[src/rtl/sfifo_pkg.sv]
package sfifo_pkg;
    typedef enum logic [1:0] {
        ACC_IDLE  = 2'd0,
        ACC_WRITE = 2'd1,
        ACC_READ  = 2'd2,
        ACC_BOTH  = 2'd3
    } acc_kind_e;

    function automatic acc_kind_e acc_kind(input logic wr, input logic rd);
        return acc_kind_e'({rd, wr});
    endfunction
endpackage

[src/rtl/sfifo_thread_buf.sv]
module sfifo_thread_buf #(
    parameter int DW    = 16,
    parameter int DEPTH = 16
) (
    input  logic          clk,
    input  logic          rst,
    input  logic          wr_req,
    input  logic          rd_req,
    input  logic          end_req,
    input  logic [DW-1:0] wdata,
    output logic [DW-1:0] rdata,
    output logic          empty,
    output logic          full_nx,
    output logic          empty_nx,
    output logic          err,
    output logic          rdy
);
    import sfifo_pkg::*;

    localparam int PW = (DEPTH > 1) ? $clog2(DEPTH) : 1;
    localparam int CW = $clog2(DEPTH + 1);
    localparam logic [CW-1:0] CNT_FULL = CW'(DEPTH);
    localparam logic [PW-1:0] PTR_LAST = PW'(DEPTH - 1);

    typedef struct packed {
        logic [PW-1:0] wp;
        logic [PW-1:0] rp;
        logic [CW-1:0] cnt;
        logic          err;
        logic          rdy;
    } st_t;

    st_t st_q, st_d;
    logic [DW-1:0] mem [DEPTH];
    logic full, push, pop;
    acc_kind_e kind;

    always_comb begin
        full  = (st_q.cnt == CNT_FULL);
        empty = (st_q.cnt == '0);
        kind  = acc_kind(wr_req, rd_req);
        push  = (kind == ACC_WRITE || kind == ACC_BOTH) && !full;
        pop   = (kind == ACC_READ  || kind == ACC_BOTH) && !empty;
        st_d  = st_q;
        if (push) st_d.wp = (st_q.wp == PTR_LAST) ? '0 : st_q.wp + 1'b1;
        if (pop)  st_d.rp = (st_q.rp == PTR_LAST) ? '0 : st_q.rp + 1'b1;
        st_d.cnt = st_q.cnt + CW'(push) - CW'(pop);
        st_d.err = st_q.err | (wr_req & full) | (rd_req & empty);
        if (st_d.cnt == '0)
            st_d.rdy = 1'b0;
        else if (st_d.cnt == CNT_FULL || end_req)
            st_d.rdy = 1'b1;
        full_nx  = (st_d.cnt == CNT_FULL);
        empty_nx = (st_d.cnt == '0);
        rdata    = mem[st_q.rp];
        err      = st_q.err;
        rdy      = st_q.rdy;
    end

    always_ff @(posedge clk) begin
        if (rst) st_q <= '0;
        else     st_q <= st_d;
    end

    always_ff @(posedge clk) begin
        if (push) mem[st_q.wp] <= wdata;
    end

    // occupancy never exceeds the configured depth
    p_cnt_bound_r11: assert property (@(posedge clk) disable iff (rst)
        st_q.cnt <= CNT_FULL);

    // a lone write into a full thread leaves it full
    p_full_drop_r8: assert property (@(posedge clk) disable iff (rst)
        (wr_req && full && !rd_req) |=> (st_q.cnt == CNT_FULL));

    // error bit is sticky
    p_err_sticky_r8: assert property (@(posedge clk) disable iff (rst)
        st_q.err |=> st_q.err);

    // a lone read from an empty thread keeps the read pointer
    p_empty_rp_r9: assert property (@(posedge clk) disable iff (rst)
        (rd_req && empty && !wr_req) |=> $stable(st_q.rp));
endmodule

[src/rtl/sfifo_flag_unit.sv]
module sfifo_flag_unit #(
    parameter int NTHR = 4,
    parameter int AW   = 2
) (
    input  logic            clk,
    input  logic            rst,
    input  logic            sel_en,
    input  logic [AW-1:0]   sel,
    input  logic [NTHR-1:0] full_nx,
    input  logic [NTHR-1:0] empty_nx,
    output logic            flag_a,
    output logic            flag_b,
    output logic            flag_c,
    output logic            flag_d
);
    typedef struct packed {
        logic [AW-1:0] sel;
        logic          a;
        logic          b;
        logic          c;
        logic          d;
    } fl_t;

    fl_t fl_q, fl_d;

    always_comb begin
        fl_d     = fl_q;
        if (sel_en) fl_d.sel = sel;
        fl_d.a   = !full_nx[fl_d.sel];
        fl_d.b   = !empty_nx[fl_d.sel];
        fl_d.c   = full_nx[0];
        fl_d.d   = empty_nx[1];
    end

    always_ff @(posedge clk) begin
        if (rst) fl_q <= '{sel: '0, a: 1'b1, b: 1'b0, c: 1'b0, d: 1'b1};
        else     fl_q <= fl_d;
    end

    assign flag_a = fl_q.a;
    assign flag_b = fl_q.b;
    assign flag_c = fl_q.c;
    assign flag_d = fl_q.d;

    // a thread can never be both full and empty
    p_flag_excl_r6: assert property (@(posedge clk) disable iff (rst)
        flag_a || flag_b);

    // with chip select high the addressed thread is held
    p_sel_hold_r2: assert property (@(posedge clk) disable iff (rst)
        !sel_en |=> $stable(fl_q.sel));
endmodule

[src/rtl/sfifo_port.sv]
module sfifo_port #(
    parameter int DW    = 16,
    parameter int DEPTH = 16,
    parameter int NTHR  = 4,
    parameter int AW    = $clog2(NTHR)
) (
    input  logic            clk,
    input  logic            rst,
    input  logic            cs_n,
    input  logic            wr_n,
    input  logic            rd_n,
    input  logic            oe_n,
    input  logic            pkt_end_n,
    input  logic [AW-1:0]   thr_sel,
    input  logic [DW-1:0]   dq_in,
    output logic [DW-1:0]   dq_out,
    output logic            dq_drive,
    output logic            flag_a,
    output logic            flag_b,
    output logic            flag_c,
    output logic            flag_d,
    output logic [NTHR-1:0] thr_err,
    output logic [NTHR-1:0] pkt_rdy
);
    typedef struct packed {
        logic [DW-1:0] rword;
    } rd_t;

    rd_t rd_q, rd_d;
    logic act;
    logic [NTHR-1:0] wr_req, rd_req, end_req, empty, full_nx, empty_nx;
    logic [DW-1:0] rdata_w [NTHR];

    assign act = !cs_n;

    for (genvar i = 0; i < NTHR; i++) begin : g_thr
        assign wr_req[i]  = act && !wr_n      && (thr_sel == AW'(i));
        assign rd_req[i]  = act && !rd_n      && (thr_sel == AW'(i));
        assign end_req[i] = act && !pkt_end_n && (thr_sel == AW'(i));

        sfifo_thread_buf #(.DW(DW), .DEPTH(DEPTH)) u_buf (
            .clk      (clk),
            .rst      (rst),
            .wr_req   (wr_req[i]),
            .rd_req   (rd_req[i]),
            .end_req  (end_req[i]),
            .wdata    (dq_in),
            .rdata    (rdata_w[i]),
            .empty    (empty[i]),
            .full_nx  (full_nx[i]),
            .empty_nx (empty_nx[i]),
            .err      (thr_err[i]),
            .rdy      (pkt_rdy[i])
        );
    end

    sfifo_flag_unit #(.NTHR(NTHR), .AW(AW)) u_flags (
        .clk      (clk),
        .rst      (rst),
        .sel_en   (act),
        .sel      (thr_sel),
        .full_nx  (full_nx),
        .empty_nx (empty_nx),
        .flag_a   (flag_a),
        .flag_b   (flag_b),
        .flag_c   (flag_c),
        .flag_d   (flag_d)
    );

    always_comb begin
        rd_d = rd_q;
        if (act && !rd_n && !empty[thr_sel]) rd_d.rword = rdata_w[thr_sel];
    end

    always_ff @(posedge clk) begin
        if (rst) rd_q <= '0;
        else     rd_q <= rd_d;
    end

    assign dq_out   = rd_q.rword;
    assign dq_drive = act && !oe_n;

    // a read of an empty thread keeps the output word
    p_underflow_hold_r9: assert property (@(posedge clk) disable iff (rst)
        (act && !rd_n && empty[thr_sel]) |=> $stable(dq_out));

    // nothing reaches the output word while deselected
    p_cs_ignore_r2: assert property (@(posedge clk) disable iff (rst)
        cs_n |=> $stable(dq_out));
endmodule

[config.mk]
export PLATFORM = sky130hd
export DESIGN_NAME = sfifo_port
export DESIGN_NICKNAME = d
export VERILOG_FILES = /design/src/rtl/sfifo_pkg.sv /design/src/rtl/sfifo_thread_buf.sv /design/src/rtl/sfifo_flag_unit.sv /design/src/rtl/sfifo_port.sv
export SDC_FILE = /design/constraint.sdc
export NUM_CORES = 1
export LEC_CHECK = 0
export BUFFER_PORTS_ARGS = -buffer_cell sky130_fd_sc_hd__buf_2
export CORE_ASPECT_RATIO = 1.75
export CORE_MARGIN = 2
export CORE_UTILIZATION = 62
export DETAILED_ROUTE_END_ITERATION = 16
export PLACE_DENSITY = 0.78
export SYNTH_ARGS = -nofsm -noshare
export SYNTH_HDL_FRONTEND = slang
export SYNTH_SLANG_ARGS = --single-unit
[constraint.sdc]
create_clock -name clk -period 3.7 [get_ports clk]
set_input_delay 0.185 -clock clk [delete_from_list [all_inputs] [get_ports clk]]
set_output_delay 0.185 -clock clk [all_outputs]
set_load 0.01 [all_outputs]
### After elaboration in Yosys (flattened, before gate mapping)

Memories as Yosys holds them, arrays and structs flattened. A register that Yosys moved wholly into a read port is not among the register bits.
Cells that the tools add are included.

| word-level totals | value |
|---|---|
| register bits | 82 |
| bits in latches | 0 |
| RAM bits | 1024 |
| bits in read-only memories | 0 |
| output and inout port bits | 29 |
| memories kept | 4 |

Memories:

| memory | depth | width | rd ports | clocked after Yosys merged registers in | write ports | line | source |
|---|---|---|---|---|---|---|---|
| g_thr[0].u_buf.mem | 16 | 16 | 1 | 1 | 1 | sfifo_thread_buf.sv:34 | `logic [DW-1:0] mem [DEPTH];` |
| g_thr[1].u_buf.mem | 16 | 16 | 1 | 1 | 1 | sfifo_thread_buf.sv:34 |  |
| g_thr[2].u_buf.mem | 16 | 16 | 1 | 1 | 1 | sfifo_thread_buf.sv:34 |  |
| g_thr[3].u_buf.mem | 16 | 16 | 1 | 1 | 1 | sfifo_thread_buf.sv:34 |  |

| cells by class | value |
|---|---|
| add/sub/neg operators | 16 |
| $mul | 0 |
| div/mod/pow operators | 0 |
| $lt $le $gt $ge | 3 |
| eq/ne operators | 31 |
| shift-type cells | 0 |
| multiplexer cells | 34 |
| bitwise gates (word level) | 17 |
| reductions and logical operators | 66 |

Operators with widths:

| cell | count |
|---|---|
| $mux 4 | 16 |
| $eq 5x5->1 const B | 8 |
| $logic_not 5->1 | 8 |
| $add 4x1->4 const B | 8 |
| $bmux 16 s2 | 1 |
| $eq 4x4->1 const B | 8 |
| $mux 16 | 2 |
| $logic_and 1x1->1 | 25 |
| $add 5x1->5 | 4 |
| $eq 2x2->1 const B | 10 |
| $sub 5x1->5 | 4 |
| $logic_not 1->1 | 16 |
| $logic_or 1x1->1 | 12 |
| $mux 1 | 11 |
| $eq 2x1->1 const B | 5 |
| $and 1x1->1 | 8 |
| $or 1x1->1 | 8 |
| $reduce_or 2->1 | 4 |
| $bmux 1 s2 | 3 |
| $lt 2x3->1 const B | 2 |
| $ge 3x3->1 const B | 1 |
| $not 2->3 | 1 |
| $logic_not 2->1 | 1 |
| $mux 2 | 1 |

### Depth between registers and ports, before layout

Gate-level depths: netlist (run 1).

| logic depth | value |
|---|---|
| depth after elaboration | 12 |
| gate-level depth with buffers | 15 |

### Modules after synthesis

From an unflattened synthesis (run 1), not the netlist that was laid out.

| unflattened totals | value |
|---|---|
| cells, all modules | 2061 |
| area total of the unflattened synthesis | 44755.4 µm² |

By module, submodules not included:

| module | times used | cells each | area each (µm²) |
|---|---|---|---|
| sfifo_thread_buf at g_thr[0].u_buf ... | 3 | 487 | 10855.4 |
| sfifo_thread_buf at g_thr[3].u_buf | 1 | 487 | 10841.6 |
| sfifo_port | 1 | 97 | 1128.6 |
| sfifo_flag_unit | 1 | 16 | 219.0 |

### Worst setup path after synthesis (run 1)

No wires, ideal clock.

| timing | value |
|---|---|
| kind | reg-to-reg |
| start | register g_thr[0].u_buf.st_q[5] (netlist bit) |
| end | register u_flags.fl_q, in the netlist u_flags.flag_b |
| data arrival time | 3.165 ns |
| data required time | 3.583 ns |
| path slack | 0.417 ns |
| cell stages (with the launch flop) | 15 |
| clock period less this slack | 3.283 ns |
| path through | dfxtp_1 -> inv_1 -> ha_1 -> nor3b_1 -> a2111oi_4 -> ha_1 -> inv_1 -> ha_1 -> fa_1 -> xor2_1 -> nor3_1 -> inv_1 -> nor3_1 -> mux2i_1 -> a32o_1 |

RTL lines:

| element | line | source |
|---|---|---|
| start: declaration | sfifo_thread_buf.sv:33 | `st_t st_q, st_d;` |
| start signal: assignment | sfifo_thread_buf.sv:62 | `else st_q <= st_d;` |
| $logic_not 5->1 | sfifo_thread_buf.sv:40 | `empty = (st_q.cnt == '0);` |
| $logic_not 1->1 | sfifo_thread_buf.sv:43 | `pop = (kind == ACC_READ \|\| kind == ACC_BOTH) && !empty;` |
| $logic_and 1x1->1 | sfifo_thread_buf.sv:43 |  |
| named net g_thr[0].u_buf.pop | sfifo_thread_buf.sv:35 | `logic full, push, pop;` |
| $sub 5x1->5 | sfifo_thread_buf.sv:47 | `st_d.cnt = st_q.cnt + CW'(push) - CW'(pop);` |
| $logic_not 5->1 | sfifo_thread_buf.sv:54 | `empty_nx = (st_d.cnt == '0);` |
| $bmux 1 s2 | sfifo_flag_unit.sv:30 | `fl_d.b = !empty_nx[fl_d.sel];` |
| $mux 1 (not written as such) | sfifo_flag_unit.sv:30 |  |
| $logic_not 1->1 | sfifo_flag_unit.sv:30 |  |
| end signal: assignment | sfifo_flag_unit.sv:36 | `if (rst) fl_q <= '{sel: '0, a: 1'b1, b: 1'b0, c: 1'b0, d: 1'b1};` |
| end signal: assignment | sfifo_flag_unit.sv:37 | `else fl_q <= fl_d;` |
| end: declaration | sfifo_flag_unit.sv:24 | `fl_t fl_q, fl_d;` |

The timed path passes the listed nets, and every way through them passes these cells. The select of a mux whose other input is x is not followed.
A chain may end at the register's enable or synchronous reset.

### Worst setup path after layout (run 1)

| timing | value |
|---|---|
| start | register g_thr[0].u_buf.st_q[4] (netlist bit) |
| end | register u_flags.fl_q, in the netlist u_flags.flag_b |

The elaborated chain is that of the path after synthesis.

==> reports/results.ini, run 1 <==
[worst_hold_path]
hold_start = pkt_end_n
hp-class = in2reg
holdPathEnd = g_thr[1].u_buf.rdy$_SDFFE_PP0P_
holdPathStages = 4

[route]
num_vias = 23900
ant_nets = 0
initialDrtViolationCount = 2612
routed_wirelength_mm = 107
vias_per_cell = 6.53
post_drt_wl_per_cell_um = 29.3
first_pass_iters = 6
drc = 0

[timing]
setup_violations = 0
finalCritPeriodShare_pct = 92.2
worst_pin_slew_ns = 1.08
slew_violations = 0
rsz0062_at_grt = no
fin_crit_ns = 3.41
hold_viol_final = 0
timing.slew.headroom_pct = 27.9
max_freq_mhz = 293
fin_tns_setup_ns = 0
whs_ns = 0.0442
skew_ns = 0.0238

[worst_setup_path]
required_ns = 4.26
critPathLaunch = g_thr[0].u_buf.st_q[4]$_SDFF_PP0_
ff2ff_setup_slack_ns = 0.29
reg2reg_depth = 15
r2r-start = g_thr[0].u_buf.st_q[4]$_SDFF_PP0_
critPathMaxFanout = 4
cp-start-kind = flip-flop
crit_arrival_ns = 3.97
r2r-end = u_flags.flag_b$_SDFF_PP0_
cp-end-kind = flip-flop
crit_type = reg2reg

[global_route]
grt_pass1_wl_mm = 158
grt_max_degree = 53
gr-total-overflow = 0
grt_pass1_vias = 24700
grt_usage_pct = 29.8
antenna_found_initial = 3

[cts]
path_clk_slew_ns = 0.07
cts_buffers = 91
cts_tree = yes
cts-root-buf = clkbuf_16
cts_max_level = 3
clock_sinks = 1122
clk_path_buf_depth = 3
clk_latency_ns = 0.67

[finish]
drive_gt1_share_pct = 17.5
area_growth_pct = 11.4
final_nets = 2736
final_cell_mix = 1024 x edfxtp_1, 318 x mux2i_1, 157 x a22oi_1
fillers = 4328
layout_commonest_cell = edfxtp_1

[synth]
yosys_register_bits = 1122
yosysSeqAreaShare_pct = 73.9
syn-cell-area_mm2 = 0.0443
yosys_most_used_dff = edfxtp_1
synth_warnings = 0
synth_nets = 2581
avgSynthCellArea_um2 = 17.7
ys_types = 58
synthArstFlopShare_pct = 0
synth-edff-count = 1024
synthCells = 2508

[floorplanning]
dieArea_mm2 = 0.0736
top_level_ports = 54
die_y_um = 357
die_w_um = 206
core_area_mm2 = 0.0707
rows = 129
initial_core_util_pct = 62.6

[power_and_ir_drop]
p_sw_share_pct = 22.0
power.density_mw_per_mm2 = 529
leakage_nw = 15.4
power_frac_comb_pct = 7.0
power_frac_clock_pct = 38.9
p_int_w = 0.0204
switchingPower_w = 0.00574
peakVddDrop_mv = 0.380
seq_power_share_pct = 54.1

[placed_design]
gp_congestion = 0.876
hpwl_mm = 68.5
port_buffers = 53

[flow_run]
maxCapViolCount = 0

[status]
status = completed

==> metal layers <==
metal / global-route usage [%] / vias to the layer above / share of wire [%]
li1: - / 10300 / -
met1: 35.3 / 12200 / 34
met2: 52.6 / 1151 / 53
met3: 4.23 / 283 / 7.4
met4: 15.9 / 4 / 5.7
met5: 0 / - / 0.016
==> per-stage QoR <==
stage	total power, W	utilization, %	instance area (um^2)	worst slack [ns]	instances
after CTS	0.0262	69.8	49300	0.146	3655
final	0.0261	69.8	49300	0.290	3657
after global placement	0.0161	65.3	46200	0.149	3484
after detailed placement	0.0162	65.3	46200	0.152	3484
after global routing	0.0268	69.8	49300	0.0485	3655
after floorplan	0.0155	-	44300	0.417	2508
==> cell usage after synthesis (3+ instances only) <==
cell / n / share of area (%)
a2111oi_4: 3 / 0.19
a211oi_1: 20 / 0.34
a21o_1: 5 / 0.085
a21oi_1: 64 / 0.72
a221oi_1: 14 / 0.28
a22oi_1: 157 / 2.7
a31oi_1: 13 / 0.18
and2_1: 32 / 0.45
and3_1: 13 / 0.18
and3b_1: 3 / 0.059
buf_1: 9 / 0.076
buf_2: 39 / 0.44
buf_4: 19 / 0.32
buf_6: 4 / 0.10
clkbuf_1: 65 / 0.55
dfxtp_1: 98 / 4.4
edfxtp_1: 1024 / 69
fa_1: 4 / 0.18
ha_1: 44 / 1.2
inv_1: 40 / 0.34
mux2i_1: 318 / 7.2
mux4_2: 109 / 5.5
nand2_1: 58 / 0.49
nand2b_1: 11 / 0.16
nand3_1: 67 / 0.76
nand4_1: 18 / 0.25
nor2_1: 102 / 0.86
nor2b_1: 20 / 0.28
nor3_1: 36 / 0.41
nor3b_1: 13 / 0.22
nor4_1: 4 / 0.057
o21ai_0: 15 / 0.17
o21ai_1: 3 / 0.034
o21bai_1: 4 / 0.068
o221ai_1: 4 / 0.079
or3_1: 5 / 0.071
xnor2_1: 12 / 0.24
xor2_1: 13 / 0.26
==> flip-flops by register name, indices dropped and copies added (netlist names), named ones only <==
register / count
g_thr.u_buf.mem: 1024
g_thr.u_buf.st_q: 52
dq_out: 16
g_thr.u_buf.err: 4
g_thr.u_buf.rdy: 4
u_flags.fl_q: 2
u_flags.flag_a: 1
u_flags.flag_b: 1
u_flags.flag_c: 1
u_flags.flag_d: 1
==> critical path: stages, from the launching register on <==
cell and delay [ns]:
dfxtp_1 0.34, inv_1 0.07, ha_1 0.19, nor3b_1 0.14, buf_4 0.16, a2111oi_4 0.39
ha_1 0.19, inv_1 0.04, ha_1 0.21, fa_1 0.44, xor2_1 0.19, nor3_1 0.22
inv_1 0.08, nor3_1 0.27, mux2i_1 0.13, a32o_1 0.25
==> final cells by class <==
type	instances	area [um^2]	area share (%)
antenna	2	5.00	0.0101
clock buffer	112	2440	4.94
clock inverter	56	684	1.39
inverter	40	150	0.304
multi-input combinational	1207	10700	21.8
sequential	1122	32700	66.4
tap	917	1150	2.33
timing repair buffer	201	1420	2.88
==> kinds of logic after synthesis <==
kind of cell / after synthesis / synth area share (%)
mux: 428 / 12.8
simple gates: 396 / 4.51
xor+xnor: 25 / 0.495
flops: 1122 / 73.9
compound gates: 310 / 4.97
buf+inv: 179 / 1.96
fa+ha+maj: 48 / 1.42
==> worst max-delay path by stage <==
stage                                 to  cells past startpoint
6_report       u_flags.flag_b$_SDFF_PP0_                     15
4_1_cts        u_flags.flag_b$_SDFF_PP0_                     15
5_1_grt        u_flags.flag_a$_SDFF_PP1_                     14
2_1_floorplan  u_flags.flag_b$_SDFF_PP0_                     14
3_5_place_dp   u_flags.flag_b$_SDFF_PP0_                     15
3_3_place_gp   u_flags.flag_b$_SDFF_PP0_                     15
==> power by group through the flow <==
stage	combinational (W)	clock [W]	sequential, W
after global placement	0.00172	0	0.0144
after global routing	0.00196	0.0107	0.0141
final	0.00182	0.0102	0.0141
after CTS	0.00182	0.0102	0.0141
after detailed placement	0.00180	0	0.0144
after floorplan	0.00114	0	0.0143
==> timing repair <==
| item | CTS | global route |
|---|---|---|
| buffers inserted | 0 | 0 |
| hold buffers | 3 | 0 |
| resized for setup | 0 | 1 |
| endpoints found under the hold margin | 47 | 0 |
| endpoints found under the setup margin | 0 | 1 |
Power figures use the tool's default switching activity.
==> run 2, diff against run 1 <==
- PLACE_DENSITY: 0.78 -> 0.86
==> run 2 against run 1 <==
  * Setup slack got worse by 0.0026 ns
  * Combinational power barely moved
  * Utilization fell by 0.36 points
  * Worst hold slack improved by 0.00053 ns
  * Global-route usage rose by 0.079 points
  * Critical endpoint unchanged
  * Largest power group unchanged
  * Highest routed layer unchanged
==> reports/results.ini, run 2 (synthesized netlist as in run 1, its figures left out) <==
[status]
status = completed

[cts]
cts_max_level = 3  ; unchanged
cts_buffers = 89  ; -2.2%
clk_latency_ns = 0.66  ; about the same
clk_path_buf_depth = 3  ; unchanged
cts-root-buf = clkbuf_16
clock_sinks = 1122  ; unchanged
cts_tree = yes
cts_setup_buffers = 0  ; unchanged
path_clk_slew_ns = 0.07  ; about the same

[floorplanning]
top_level_ports = 54  ; unchanged
die_y_um = 357  ; unchanged
rows = 129  ; unchanged
dieArea_mm2 = 0.0736  ; unchanged
initial_core_util_pct = 62.6  ; unchanged
core_area_mm2 = 0.0707  ; unchanged
die_w_um = 206  ; unchanged

[timing]
skew_ns = 0.0368  ; +0.0129 ns
fin_ws_ns = 0.288  ; -0.00255 ns
timing.slew.headroom_pct = 8.53  ; -19 points
finalCritPeriodShare_pct = 92.2  ; about the same
fin_tns_setup_ns = 0  ; unchanged
max_freq_mhz = 293  ; about the same
rsz0062_at_grt = no
hold_viol_final = 0  ; unchanged
worst_pin_slew_ns = 1.37  ; +0.291 ns
setup_violations = 0  ; unchanged
slew_violations = 0  ; unchanged
fin_crit_ns = 3.41  ; +0.00255 ns

[worst_setup_path]
cpMostUsedCell = ha_1
crit_arrival_ns = 3.94  ; -0.03 ns
crit_type = reg2reg
crit_slowest_cell = fa_1
r2r-start = g_thr[1].u_buf.st_q[5]$_SDFF_PP0_
worstPathCellList = inv_1, ha_1, nor3b_1, buf_4, a211oi_4, ha_1, inv_1, ha_1, fa_1, xnor2_1, nor3b_1, and3_1, mux2i_1, a32o_1
critPathMaxStageDelay_ns = 0.45  ; about the same
reg2reg_depth = 14  ; -1
ff2ff_setup_slack_ns = 0.29  ; about the same
path_buf_inv = 3  ; -1
required_ns = 4.23  ; -0.03 ns
critPathMaxFanout = 5  ; +1
crit_family = adder cells
cp-start-kind = flip-flop
cp-end-kind = flip-flop
r2r-end = u_flags.flag_b$_SDFF_PP0_

[route]
first_pass_iters = 6  ; unchanged
post_drt_wl_per_cell_um = 29.9  ; +2.0%
drc = 0  ; unchanged
num_vias = 24300  ; +1.8%
initialDrtViolationCount = 3150  ; +21%
vias_per_cell = 6.70  ; +2.5%
ant_nets = 0  ; unchanged
routed_wirelength_mm = 108  ; +1.3%

[finish]
fillers = 4137  ; -4.4%
final_nets = 2709  ; -0.99%
area_growth_pct = 10.8
layout_commonest_cell = edfxtp_1
final_cell_mix = 1024 x edfxtp_1, 318 x mux2i_1, 157 x a22oi_1
regMostFlops = g_thr.u_buf.mem
finalNonFillerCells = 3631  ; -0.71%
largest_register_ffs = 1024  ; unchanged
drive_gt1_share_pct = 16.7  ; -0.80 points

[worst_hold_path]
hold_start = dq_in[8]
holdPathEnd = g_thr[3].u_buf.mem[15][8]$_DFFE_PP_
holdPathStages = 1  ; -3
hp-class = in2reg

[placed_design]
place_inst = 3459  ; -0.72%
gp_congestion = 0.889  ; +1.6%
port_buffers = 53  ; unchanged
dp_slack_ns = 0.140  ; -0.0117 ns
hpwl_mm = 66.4  ; -3.1%

[power_and_ir_drop]
peakVddDrop_mv = 0.371  ; -2.4%
leakage_nw = 15.3  ; -1.1%
power.density_mw_per_mm2 = 524  ; -0.95%
finalPower_w = 0.0257  ; -1.5%

[global_route]
grt_pass1_vias = 25300  ; +2.6%
gr-total-overflow = 0  ; unchanged
grt_pass1_wl_mm = 159  ; +0.80%
grt_max_degree = 71  ; +34%
grt_usage_pct = 29.9  ; +0.079 points
antenna_found_initial = 5  ; +2

[flow_run]
maxCapViolCount = 0  ; unchanged

run 2: cell count changes in the layout (fill, tap and decap cells not counted), moves of 2 or more:
cell	before	now
bufinv_16	14	9
buf_4	142	115
clkbuf_1	15	23
buf_12	3	6
clkinv_1	11	5
inv_6	1	4
clkbuf_16	93	91
clkbuf_8	4	10
run 2: per-stage QoR:
step | hold WS (ns) | instance area, um^2 | utilization, %
finish | 0.0448 | 49100 | 69.4
global route | 0.0388 | 49100 | 69.4
CTS | 0.0289 | 49000 | 69.4
detailed placement | 0.486 | 46000 | 65.1
global placement | 0.461 | 46000 | 65.1
floorplan | 0.264 | 44300 | -
run 2: worst register-to-register path, stage by stage (launching register included):
cell and delay [ns]:
dfxtp_1 0.37, inv_1 0.09, ha_1 0.17, nor3b_1 0.13, buf_4 0.16, a211oi_4 0.37
ha_1 0.18, inv_1 0.04, ha_1 0.20, fa_1 0.45, xnor2_1 0.24, nor3b_1 0.34
and3_1 0.25, mux2i_1 0.07, a32o_1 0.23
run 2: what timing repair did:
| action | CTS | global route |
|---|---|---|
| resized for setup | 0 | 3 |
| endpoints found under the setup margin | 0 | 1 |
| hold buffers | 3 | 0 |
| endpoints found under the hold margin | 16 | 0 |
run 2: cell type report:
cell class / count / area, um^2 / share of cell area, %
diodes: 1 / 2.50 / 0.00510
clock buffers: 124 / 2500 / 5.10
clock inverters: 44 / 507 / 1.03
inverters: 40 / 150 / 0.306
multi-input cells: 1207 / 10800 / 21.9
flip-flops and latches: 1122 / 32700 / 66.7
well taps: 917 / 1150 / 2.34
repair buffers: 176 / 1270 / 2.60
run 2: worst max-delay path by stage:
stage / from / endpoint / slack [ns] / depth (start not counted)
global placement: g_thr[3].u_buf.st_q[5]$_SDFF_PP0_ / u_flags.flag_b$_SDFF_PP0_ / 0.22 / 15
global route: g_thr[0].u_buf.st_q[5]$_SDFF_PP0_ / u_flags.flag_b$_SDFF_PP0_ / 0.08 / 14
floorplan: g_thr[0].u_buf.st_q[5]$_SDFF_PP0_ / u_flags.flag_b$_SDFF_PP0_ / 0.42 / 14
finish: g_thr[1].u_buf.st_q[5]$_SDFF_PP0_ / u_flags.flag_b$_SDFF_PP0_ / 0.29 / 14
CTS: g_thr[3].u_buf.st_q[5]$_SDFF_PP0_ / u_flags.flag_b$_SDFF_PP0_ / 0.09 / 15
detailed placement: g_thr[3].u_buf.st_q[5]$_SDFF_PP0_ / u_flags.flag_b$_SDFF_PP0_ / 0.14 / 15
run 2: layer usage:
layer	share of wire (%)	vias to the layer above	wire [um]	track usage, %
met1	32	12200	34600	34.5
li1	-	10200	-	-
met5	0.026	-	28	0
met4	6.9	4	7450	18.9
met3	8.6	350	9370	4.44
met2	53	1541	56900	52.2
run 2: report_power, final:
part	internal [W]	leakage (nW)	total, W	switching (W)
clock network	0.00541	1.47	0.00979	0.00438
registers	0.0140	10.0	0.0141	0.000152
logic	0.000686	3.79	0.00183	0.00114
